File: config.mk
export PLATFORM = sky130hd
export DESIGN_NAME = serial_cfg_rx
export DESIGN_NICKNAME = d
export VERILOG_FILES = /design/src/rtl/sctl_pkg.sv /design/src/rtl/sctl_sync.sv /design/src/rtl/sctl_shift.sv /design/src/rtl/sctl_latch.sv /design/src/rtl/serial_cfg_rx.sv
export SDC_FILE = /design/constraint.sdc
export NUM_CORES = 1
export LEC_CHECK = 0
export BUFFER_PORTS_ARGS = -buffer_cell sky130_fd_sc_hd__buf_2
export CAP_MARGIN = 20
export CORE_MARGIN = 2
export CORE_UTILIZATION = 45
export CTS_BUF_LIST = sky130_fd_sc_hd__clkbuf_16
export DETAILED_ROUTE_END_ITERATION = 6
export GPL_TIMING_DRIVEN = 0
export PLACE_DENSITY = 0.67
export REMOVE_ABC_BUFFERS = 1
export SYNTH_ARGS = -nofsm -noshare
export SYNTH_HDL_FRONTEND = slang
export SYNTH_HIERARCHICAL = 1
export SYNTH_SLANG_ARGS = --single-unit
File: constraint.sdc
create_clock -name clk -period 1.65 [get_ports clk]
set_input_delay 0.165 -clock clk [delete_from_list [all_inputs] [get_ports clk]]
set_output_delay 0.165 -clock clk [all_outputs]
set_load 0.02 [all_outputs]
File: src/rtl/sctl_pkg.sv
package sctl_pkg;
  typedef enum logic [1:0] {
    DEST_DIV  = 2'b00,
    DEST_REF  = 2'b01,
    DEST_NOP2 = 2'b10,
    DEST_NOP3 = 2'b11
  } dest_e;
endpackage

File: src/rtl/sctl_sync.sv
module sctl_sync #(
  parameter int W      = 3,
  parameter int STAGES = 2
) (
  input  logic         clk,
  input  logic         rst_n,
  input  logic [W-1:0] d_i,
  output logic [W-1:0] q_o
);
  logic [W-1:0] stage_q [STAGES];

  always_ff @(posedge clk or negedge rst_n) begin
    if (!rst_n) stage_q[0] <= '0;
    else        stage_q[0] <= d_i;
  end

  for (genvar s = 1; s < STAGES; s++) begin : g_stage
    always_ff @(posedge clk or negedge rst_n) begin
      if (!rst_n) stage_q[s] <= '0;
      else        stage_q[s] <= stage_q[s-1];
    end
  end

  assign q_o = stage_q[STAGES-1];
endmodule

File: src/rtl/sctl_shift.sv
module sctl_shift #(
  parameter int WORD_W = 24
) (
  input  logic              clk,
  input  logic              rst_n,
  input  logic              sclk_i,
  input  logic              sdat_i,
  input  logic              sle_i,
  output logic [WORD_W-1:0] word_o,
  output logic              load_o,
  output logic              fall_o
);
  logic              sclk_d, le_d;
  logic [WORD_W-1:0] sr_q;
  logic              shift_en;

  always_ff @(posedge clk or negedge rst_n) begin
    if (!rst_n) begin
      sclk_d <= 1'b0;
      le_d   <= 1'b0;
    end else begin
      sclk_d <= sclk_i;
      le_d   <= sle_i;
    end
  end

  assign shift_en = sclk_i && !sclk_d && !sle_i;
  assign load_o   = sle_i && !le_d;
  assign fall_o   = !sle_i && le_d;

  always_ff @(posedge clk or negedge rst_n) begin
    if (!rst_n)        sr_q <= '0;
    else if (shift_en) sr_q <= {sr_q[WORD_W-2:0], sdat_i};
  end

  assign word_o = sr_q;


  le_blocks_shift_chk: assert property (@(posedge clk) disable iff (!rst_n)
    sle_i |=> $stable(sr_q));


  shift_takes_bit_chk: assert property (@(posedge clk) disable iff (!rst_n)
    (sclk_i && !sclk_d && !sle_i) |=> (sr_q[0] == $past(sdat_i)));
endmodule

File: src/rtl/sctl_latch.sv
module sctl_latch
  import sctl_pkg::*;
#(
  parameter int WORD_W  = 24,
  parameter int MAIN_W  = 12,
  parameter int SWAL_W  = 5,
  parameter int BOOST_W = 5,
  parameter int REF_W   = 16,
  parameter int TEST_W  = 2
) (
  input  logic               clk,
  input  logic               rst_n,
  input  logic [WORD_W-1:0]  word_i,
  input  logic               load_i,
  input  logic               fall_i,
  output logic [MAIN_W-1:0]  main_o,
  output logic [SWAL_W-1:0]  swal_o,
  output logic [BOOST_W-1:0] boost_o,
  output logic [REF_W-1:0]   ref_o,
  output logic               lock_en_o,
  output logic [TEST_W-1:0]  test_o,
  output logic               done_o
);
  localparam int DEST_W  = 2;
  localparam int MAIN_LO = WORD_W - MAIN_W;
  localparam int SWAL_LO = MAIN_LO - SWAL_W;
  localparam int BST_LO  = SWAL_LO - BOOST_W;
  localparam int REF_LO  = WORD_W - REF_W;
  localparam int TEST_LO = DEST_W;
  localparam int LOCK_B  = DEST_W + TEST_W;

  dest_e dest;
  logic  we_div, we_ref;

  assign dest   = dest_e'(word_i[DEST_W-1:0]);
  assign we_div = load_i && (dest == DEST_DIV);
  assign we_ref = load_i && (dest == DEST_REF);

  always_ff @(posedge clk or negedge rst_n) begin
    if (!rst_n) begin
      main_o  <= '0;
      swal_o  <= '0;
      boost_o <= '0;
    end else if (we_div) begin
      main_o  <= word_i[WORD_W-1:MAIN_LO];
      swal_o  <= word_i[MAIN_LO-1:SWAL_LO];
      boost_o <= word_i[SWAL_LO-1:BST_LO];
    end
  end

  always_ff @(posedge clk or negedge rst_n) begin
    if (!rst_n) begin
      ref_o     <= '0;
      lock_en_o <= 1'b0;
      test_o    <= '0;
    end else if (we_ref) begin
      ref_o     <= word_i[WORD_W-1:REF_LO];
      lock_en_o <= word_i[LOCK_B];
      test_o    <= word_i[TEST_LO+TEST_W-1:TEST_LO];
    end
  end

  always_ff @(posedge clk or negedge rst_n) begin
    if (!rst_n) done_o <= 1'b0;
    else        done_o <= fall_i;
  end


  hold_without_load_chk: assert property (@(posedge clk) disable iff (!rst_n)
    !load_i |=> ($stable(main_o) && $stable(swal_o) && $stable(boost_o)
                 && $stable(ref_o) && $stable(lock_en_o) && $stable(test_o)));


  ignored_code_chk: assert property (@(posedge clk) disable iff (!rst_n)
    (load_i && word_i[1]) |=> ($stable(main_o) && $stable(swal_o) && $stable(boost_o)
                               && $stable(ref_o) && $stable(lock_en_o) && $stable(test_o)));


  div_spares_ref_chk: assert property (@(posedge clk) disable iff (!rst_n)
    (load_i && word_i[1:0] == 2'b00) |=> ($stable(ref_o) && $stable(lock_en_o) && $stable(test_o)));


  done_single_chk: assert property (@(posedge clk) disable iff (!rst_n)
    done_o |=> !done_o);
endmodule

File: src/rtl/serial_cfg_rx.sv
module serial_cfg_rx (
  input  logic        clk,
  input  logic        rst_n,
  input  logic        ser_clk_i,
  input  logic        ser_data_i,
  input  logic        ser_le_i,
  output logic [11:0] main_cnt_o,
  output logic [4:0]  swal_cnt_o,
  output logic [4:0]  boost_o,
  output logic [15:0] ref_cnt_o,
  output logic        lock_en_o,
  output logic [1:0]  test_o,
  output logic        wr_done_o
);
  localparam int WORD_W  = 24;
  localparam int SYNC_N  = 2;
  localparam int PIN_N   = 3;

  logic [PIN_N-1:0]  pins_s;
  logic [WORD_W-1:0] word;
  logic              load, fall;

  sctl_sync #(.W(PIN_N), .STAGES(SYNC_N)) u_sync (
    .clk   (clk),
    .rst_n (rst_n),
    .d_i   ({ser_le_i, ser_data_i, ser_clk_i}),
    .q_o   (pins_s)
  );

  sctl_shift #(.WORD_W(WORD_W)) u_shift (
    .clk    (clk),
    .rst_n  (rst_n),
    .sclk_i (pins_s[0]),
    .sdat_i (pins_s[1]),
    .sle_i  (pins_s[2]),
    .word_o (word),
    .load_o (load),
    .fall_o (fall)
  );

  sctl_latch #(
    .WORD_W(WORD_W), .MAIN_W(12), .SWAL_W(5), .BOOST_W(5), .REF_W(16), .TEST_W(2)
  ) u_latch (
    .clk       (clk),
    .rst_n     (rst_n),
    .word_i    (word),
    .load_i    (load),
    .fall_i    (fall),
    .main_o    (main_cnt_o),
    .swal_o    (swal_cnt_o),
    .boost_o   (boost_o),
    .ref_o     (ref_cnt_o),
    .lock_en_o (lock_en_o),
    .test_o    (test_o),
    .done_o    (wr_done_o)
  );


  done_needs_fall_chk: assert property (@(posedge clk) disable iff (!rst_n)
    $rose(wr_done_o) |-> !pins_s[2]);
endmodule

Yosys cells after proc, flatten, opt, wreduce, memory -nomap -nowiden
Cells that the tools add are included.
{"block": "word_totals", "out_inout_bits": 42, "regBits": 74, "inputBits": 5}
{"block": "classes", "eq_ne": 1, "reduce_logical": 10}
{"op": "1-bit logical AND", "n": 6}
{"op": "1-bit logical NOT", "n": 3}
{"op": "2-bit by 1-bit equality test with 1-bit output (second input constant)", "n": 1}
{"op": "2-bit logical NOT", "n": 1}

Logic depth before layout (Yosys ltp)
Gate-level depths: netlist of the first run.
{"block": "logic_depth", "depth_word": 3, "mapped_depth": 6, "depth_no_buf": 3}

Modules after synthesis
Netlist of the first run, hierarchy kept.
{"module": "sctl_latch", "instances": 1, "cells_per_inst": 89, "seq_area_each_um2": 1051.0, "area_each_um2": 1607.8}
{"module": "sctl_shift", "instances": 1, "cells_per_inst": 55, "seq_area_each_um2": 650.6, "area_each_um2": 975.9}
{"module": "sctl_sync", "instances": 1, "cells_per_inst": 9, "seq_area_each_um2": 150.1, "area_each_um2": 172.7}

Worst setup path before layout of the first run
OpenSTA, ideal clock, no wires.
{"block": "synth_path", "path_kind": "register to register", "startpoint": "register u_sync.stage_q (netlist bit u_sync/q_o[2])", "endpoint": "register u_latch.boost_o[0]", "synth_period_minus_slack_ns": 1.484, "setup_time_ns": 0.125, "path_slack_ns": 0.166, "arrival_ns": 1.359, "path_stages_with_launch": 6, "path_cell_list": "dfrtp_1 > buf_4 > nor2b_1 > nor3b_2 > buf_4 > mux2_2"}
{"block": "synth_via", "elab_chain_cells": 2}
{"element": "start: declaration", "line_no": "sctl_sync.sv:10", "source": "logic [W-1:0] stage_q [STAGES];"}
{"element": "start signal: indexed assignment", "line_no": "sctl_sync.sv:20", "source": "else stage_q[s] <= stage_q[s-1];"}
{"element": "1-bit logical AND", "line_no": "sctl_shift.sv:28", "source": "assign load_o = sle_i && !le_d;"}
{"element": "net load", "line_no": "serial_cfg_rx.sv:21", "source": "logic load, fall;"}
{"element": "1-bit logical AND", "line_no": "sctl_latch.sv:36", "source": "assign we_div = load_i && (dest == DEST_DIV);"}
{"element": "end signal: assignment", "line_no": "sctl_latch.sv:47", "source": "boost_o <= word_i[SWAL_LO-1:BST_LO];"}
{"element": "end: declaration", "line_no": "sctl_latch.sv:18", "source": "output logic [BOOST_W-1:0] boost_o,"}
The timed path passes the listed nets, and every way through them passes these cells.
A chain may end at the register's enable or synchronous reset.

Worst setup path after layout of the first run
Same ends and word-level chain as after synthesis.

==> PnR_summary.wiki, run 1 <==
{| class="wikitable"
! Metric !! Value
|-
| RSZ-0062 raised after global routing || false
|-
| DRC violation total after the first TritonRoute iteration || 37
|-
| Effective utilization at floorplan || 0.466
|-
| Latest clock arrival within the worst-skew pair || 320 ps
|-
| Post-route clock period utilization || 0.967
|-
| Worst R2R End || u_latch/boost_o[0]$_DFFE_PN0P_
|-
| Slew HR || 0.414
|-
| Warning count from the yosys run || 6
|-
| Worst Setup Start Kind || flop
|-
| Data arrival at the endpoint of the critical path || approximately 1800 ps
|-
| Area of placed instances || 3040 um^2
|-
| Total buffers and inverters traversed by the critical path || 1
|-
| I/O pins || 47
|-
| IO buf count || 46
|-
| Startpoint of the worst register-to-register path || u_sync/q_o[2]$_DFF_PN0_
|-
| Non-Filler Instances || about 300
|-
| Final Setup Violations || 0
|-
| Final Routed Wirelength || 4.83 mm
|-
| Worst-margin pin slew || a little under 900 ps
|-
| Hold violation count in the final report || 74
|-
| Setup WS pre-CTS || -345 ps
|-
| Finished layout cell area || approximately 3500 um^2
|-
| Half-perimeter wire length after placement || between 2 and 3 mm
|-
| Via count of the first global-routing pass || roughly 1600
|-
| Area of the core region || between 5000 and 6000 um^2
|-
| Area of the die || around 6800 um^2
|-
| Global-route wire length before repair || around 8.0 mm
|-
| CP top delay family || simple AND/OR/NAND/NOR gates
|-
| Max-Cap Viols || 0
|-
| Distinct cell type count of the synthesized netlist || 11
|-
| Area added between synthesis and finish || 27.8%
|-
| Proportion of layout cells with a drive suffix above 1 || 0.627
|-
| Cell-by-cell trace of the critical path || nor2b_2 > nor3b_4 > buf_4 > mux2_2
|-
| FP Rows || 28
|-
| Fin util || 0.595
|-
| Final net count || between 200 and 250
|-
| Worst reg2reg path depth || 4
|-
| Run status || finished with violations
|-
| Chip Height || between 80 and 90 um
|-
| Number of buffers between clock root and the deepest sink || 2
|-
| Final Wtd Congestion || 0.638
|-
| H-tree depth || 3
|-
| Antenna violations before repair || 0
|-
| Remaining antenna violation count || 0
|-
| Achievable Freq || 627 MHz
|-
| Reg-to-reg slack, setup || approximately 54 ps
|-
| Leak Pwr || 0.00189 uW
|-
| Placed instance count || roughly 270
|-
| Number of synthesized register bits || 74
|-
| Post-synth design cell area || between 2000 and 3000 um^2
|-
| Failing checks || hold timing
|-
| Count of clock tree sinks || 74
|-
| Top fanout value on the critical path || 5
|-
| Total via count after detailed routing || 1479
|-
| Maximum number of pins on one net before global-route repair || 75
|-
| Diode count || 0
|-
| Final Skew || between 2 and 2.5 ps
|-
| DR WL/cell || around 16 um
|-
| Endpoint required time on the critical path || 1860 ps
|-
| Detailed-routing iteration count for the pre-antenna-repair pass || 4
|-
| Fraction of the yosys area taken by sequential cells || 0.672
|-
| Clock tree from TritonCTS || done
|-
| Kind of critical path || flop to flop
|-
| Tmin final || roughly 1600 ps
|-
| Chip width || roughly 80 um
|-
| Critical path's largest stage delay || 450 ps
|-
| Total gr overflow || 0
|-
| Drc violations || 0
|-
| Mean area per synthesized cell || between 15 and 20 um^2
|-
| Inserted Clock Buffers || 9
|-
| Gate count of the mapped netlist || about 150
|-
| Mean number of vias per cell || approximately 5.0
|-
| Cell with the largest stage delay on the worst path || sky130_fd_sc_hd__dfrtp_2
|-
| Nature of the critical path endpoint || flop
|-
| Clock edge transition at the registers on the reported setup and hold paths || around 50 ps
|-
| Global-route usage over all layers || 0.167
|-
| Max-slew violation total from the final report || 0
|-
| Areal power density over the cells || between 1000 and 1500 nW/um^2
|-
| Final worst hold slack || -23.6 ps
|-
| Kind of path behind the tightest hold check || input pin to asynchronous set/reset pin
|-
| Clock root buffer || sky130_fd_sc_hd__clkbuf_16
|-
| Worst setup slack after layout || 53.9 ps
|-
| Worst VDD drop || 0.000862 V
|}
layer usage:
metal  vias to the layer above  GRT usage  wire length, um
li1                        667          -                -
met3                         8     0.0348              229
met5                         -          0                0
met4                         0      0.105               93
met2                        38      0.272             2470
met1                       766      0.202             2030
state kept, by name, summed over array words and instances (netlist names):
register,flops
u_latch/boost_o,5
u_shift/sclk_d,1
u_latch/ref_o,16
u_latch/done_o,1
u_shift/le_d,1
u_sync/q_o,3
u_latch/swal_o,5
u_shift/word_o,24
u_sync/stage_q,3
u_latch/test_o,2
u_latch/lock_en_o,1
u_latch/main_o,12
layout by cell type (no fill, tap or decap), drive strengths merged:
cell,n
bufinv,4
nor3b,3
clkbuf,9
and2b,1
inv,1
buf,56
nor2b,1
dfrtp,74
dlygate4sd3,3
clkinv,2
nand3b,1
mux2,65
kinds of logic (layout without fill, tap and decap cells):
kind of cell           Yosys count  in the layout  synth area share
multiplexers                    65             65             0.279
buffers and inverters            9             75            0.0300
AND/OR/NAND/NOR                  5              6            0.0191
flip-flops                      74             74             0.672
per-stage QoR:
stage | TNS (ps) | total power (uW)
after floorplan | -10220 | 2540
after global placement | -36870 | 2740
after detailed placement | -14240 | 2790
after CTS | -265 | 5130
after global routing | 0 | 5300
final | 0 | 5080
where the power goes:
part / total, uW / internal (uW) / switching, uW
Clock: 2290 / 1610 / 680
Combinational: 604 / 294 / 309
Sequential: 2180 / 2030 / 155
cells in the mapped netlist:
library cell	count	area share
sky130_fd_sc_hd__mux2_4	10	0.054
sky130_fd_sc_hd__nand3b_1	1	0.0027
sky130_fd_sc_hd__dfrtp_1	74	0.67
sky130_fd_sc_hd__nor3b_4	1	0.0068
sky130_fd_sc_hd__and2b_1	1	0.0027
sky130_fd_sc_hd__buf_4	5	0.014
sky130_fd_sc_hd__nor2b_1	1	0.0023
sky130_fd_sc_hd__buf_6	4	0.016
sky130_fd_sc_hd__mux2_2	53	0.22
sky130_fd_sc_hd__nor3b_2	1	0.0045
sky130_fd_sc_hd__mux2_1	2	0.0082
final cells by class:
type                       count  area [um^2]
clock buffer                   9          225
clock inverter                 7          133
fill                         473         2400
multi-input combinational     71          850
sequential                    74         1850
tap                           75         93.8
timing repair buffer          59          369
what timing repair did:
item / in CTS / in global routing
setup endpoints to repair: 57 / 46
gates resized for setup: 1 / 3
hold buffers: 3 / 0
cloned: 1 / 0
pin swaps: 1 / 2
setup buffers: 4 / 4
endpoints found under the hold margin: 3 / 0
how the worst max path moves through the flow:
stage	startpoint	to	slack [ps]	cells past startpoint
floorplan	u_sync/q_o[2]$_DFF_PN0_	u_latch/boost_o[0]$_DFFE_PN0P_	-370	3
global placement	u_sync/q_o[2]$_DFF_PN0_	u_latch/main_o[2]$_DFFE_PN0P_	-920	3
detailed placement	u_sync/q_o[2]$_DFF_PN0_	u_latch/main_o[6]$_DFFE_PN0P_	-350	4
CTS	u_sync/q_o[2]$_DFF_PN0_	u_latch/boost_o[3]$_DFFE_PN0P_	-30	4
global route	u_sync/q_o[2]$_DFF_PN0_	u_latch/boost_o[0]$_DFFE_PN0P_	10	4
finish	u_sync/q_o[2]$_DFF_PN0_	u_latch/boost_o[0]$_DFFE_PN0P_	50	4
(Power assumes the default switching activity.)
==> run 2, diff against run 1 <==
- clock period: 1.65 -> 1.5 ns (I/O delays scaled with it)
==> PnR_summary.wiki, run 2 (synthesized netlist as in run 1, its figures left out) <==
{| class="wikitable"
! Metric !! Value
|-
| Reg-to-reg slack, setup || -60 ps
|-
| Final net count || approximately 230
|-
| Final Skew || about 3.3 ps
|-
| Area of placed instances || 3040 um^2
|-
| Post-route clock period utilization || 1.04
|-
| Effective utilization at floorplan || 0.466
|-
| Total gr overflow || 0
|-
| Area of the core region || a little under 6000 um^2
|-
| Areal power density over the cells || 1550 nW/um^2
|-
| Total via count after detailed routing || around 1500
|-
| I/O pins || 47
|-
| H-tree depth || 3
|-
| Final Wtd Congestion || between 0.6 and 0.7
|-
| Number of buffers between clock root and the deepest sink || 2
|-
| Latest clock arrival within the worst-skew pair || between 300 and 400 ps
|-
| Endpoint required time on the critical path || between 1500 and 2000 ps
|-
| Worst VDD drop || around 0.0010 V
|-
| Kind of path behind the tightest hold check || flop to flop
|-
| Cell-by-cell trace of the critical path || buf_6 > nor2b_4 > nor3b_4 > buf_6 > mux2_4
|-
| Diode count || 0
|-
| Highest-count cells in the layout ignoring fill and taps || sky130_fd_sc_hd__dfrtp_1 (73), sky130_fd_sc_hd__buf_2 (45), sky130_fd_sc_hd__mux2_4 (45)
|-
| Half-perimeter wire length after placement || 2.90 mm
|-
| Total buffers and inverters traversed by the critical path || 2
|-
| Achievable Freq || 640 MHz
|-
| Leak Pwr || a little under 0.002 uW
|-
| DRC violation total after the first TritonRoute iteration || 66
|-
| Worst-margin pin slew || roughly 890 ps
|-
| Hold Path Cell Cnt || 0
|-
| Final Routed Wirelength || about 5.3 mm
|-
| Inserted Clock Buffers || 9
|-
| Max FFs per register || 24
|-
| Max-slew violation total from the final report || 0
|-
| Chip width || between 80 and 90 um
|-
| Most frequent standard cell in the layout excluding fill and tap cells || sky130_fd_sc_hd__dfrtp_1
|-
| Worst Setup Start Kind || flop
|-
| CP dominant cell by count || sky130_fd_sc_hd__buf_6
|-
| Kind of critical path || flop to flop
|-
| FP Rows || 28
|-
| Final worst hold slack || between 300 and 400 ps
|-
| Failing checks || setup timing
|-
| Cell with the largest stage delay on the worst path || sky130_fd_sc_hd__dfrtp_2
|-
| RSZ-0062 raised after global routing || true
|-
| Nature of the critical path endpoint || flop
|-
| Area of the die || just under 7000 um^2
|-
| Clock root buffer || sky130_fd_sc_hd__clkbuf_16
|-
| Count of clock tree sinks || 74
|-
| Clock edge transition at the registers on the reported setup and hold paths || about 50 ps
|-
| IO buf count || 46
|-
| Hold worst-path end || u_sync/q_o[1]$_DFF_PN0_
|-
| Global-route wire length before repair || 8.38 mm
|-
| Remaining antenna violation count || 0
|-
| Chip Height || between 80 and 90 um
|-
| Global-route usage over all layers || 0.176
|-
| Proportion of layout cells with a drive suffix above 1 || 0.636
|-
| Final Setup Violations || 23
|-
| DR WL/cell || about 18 um
|-
| Critical path's largest stage delay || between 300 and 400 ps
|-
| Tmin final || 1560 ps
|-
| Run status || finished with violations
|-
| Drc violations || 0
|-
| Clock tree from TritonCTS || done
|-
| Slew HR || 0.406
|-
| Setup WS pre-CTS || -495 ps
|-
| Top fanout value on the critical path || 7
|-
| Mean number of vias per cell || just over 5
|-
| Worst R2R End || u_latch/boost_o[3]$_DFFE_PN0P_
|-
| Data arrival at the endpoint of the critical path || 1770 ps
|-
| Startpoint of the worst register-to-register path || u_sync/q_o[2]$_DFF_PN0_
|-
| Detailed-routing iteration count for the pre-antenna-repair pass || 4
|-
| Worst reg2reg path depth || 5
|-
| Area added between synthesis and finish || 34.6%
|-
| Min-delay src || u_sync/stage_q[4]$_DFF_PN0_
|-
| Via count of the first global-routing pass || 1624
|-
| Max-Cap Viols || 0
|-
| Finished layout cell area || ~3700 um^2
|-
| CP top delay family || simple AND/OR/NAND/NOR gates
|-
| Hold violation count in the final report || 0
|-
| Worst setup slack after layout || -62.5 ps
|-
| Antenna violations before repair || 0
|-
| Maximum number of pins on one net before global-route repair || 75
|}
[run 2: cell count changes in the layout (fill, tap and decap cells not counted)]
cell                            change
sky130_fd_sc_hd__mux2_4            +35
sky130_fd_sc_hd__mux2_2            -34
sky130_fd_sc_hd__buf_6              +5
sky130_fd_sc_hd__buf_8              -1
sky130_fd_sc_hd__dlygate4sd3_1      +1
sky130_fd_sc_hd__mux2_1             -1
sky130_fd_sc_hd__nor2b_2            -1
sky130_fd_sc_hd__nor2b_4            +1
[run 2: worst max path at each step]
stage | start | end | slack (ps) | depth (start not counted)
2_1_floorplan | u_sync/q_o[2]$_DFF_PN0_ | u_latch/boost_o[0]$_DFFE_PN0P_ | -520 | 3
4_1_cts | u_sync/q_o[2]$_DFF_PN0_ | u_latch/main_o[3]$_DFFE_PN0P_ | -110 | 6
3_5_place_dp | u_sync/q_o[2]$_DFF_PN0_ | u_latch/main_o[6]$_DFFE_PN0P_ | -500 | 4
5_1_grt | u_sync/q_o[2]$_DFF_PN0_ | u_latch/main_o[0]$_DFFE_PN0P_ | -110 | 5
6_report | u_sync/q_o[2]$_DFF_PN0_ | u_latch/boost_o[3]$_DFFE_PN0P_ | -60 | 5
3_3_place_gp | u_sync/q_o[2]$_DFF_PN0_ | u_latch/main_o[2]$_DFFE_PN0P_ | -1070 | 3
[run 2: timing repair]
item,4_1_cts,5_1_grt
gates resized for setup,16,30
hold buffers,4,0
pin swaps,2,0
cloned,2,0
buffers inserted,12,1
hold endpoints to repair,77,0
setup endpoints to repair,65,30
[run 2: report_power, final]
group          internal [uW]  total (uW)  switching, uW
Clock                   1780        2530            754
Combinational            429         798            369
Sequential              2230        2420            190
[run 2: metrics by stage]
step	setup TNS, ps	power, uW	util	std cells
4_1_cts	-1240	5700	0.614	301
2_1_floorplan	-19950	2790	-	144
3_3_place_gp	-50720	3010	0.506	265
5_1_grt	-2300	5980	0.627	300
3_5_place_dp	-23480	3070	0.513	267
6_report	-1010	5750	0.627	300
[run 2: layer usage]
| metal | GRT usage | part of all wire |
|---|---|---|
| met2 | 0.281 | 0.48 |
| met5 | 0 | 0 |
| met3 | 0.0359 | 0.043 |
| met4 | 0.117 | 0.024 |
| met1 | 0.217 | 0.45 |
[run 2: worst register-to-register path, cell delays in order (launching register included)]
cell                      delay [ps]
sky130_fd_sc_hd__dfrtp_2         370
sky130_fd_sc_hd__buf_6           100
sky130_fd_sc_hd__nor2b_4         130
sky130_fd_sc_hd__nor3b_4         320
sky130_fd_sc_hd__buf_6           210
sky130_fd_sc_hd__mux2_4          310
[run 2: final cells by class]
class | instances | area, um^2
clock inverter | 7 | 133
multi-input combinational | 71 | 986
timing repair buffer | 64 | 420
tap | 75 | 93.8
sequential | 74 | 1850
fill | 453 | 2210
clock buffer | 9 | 225
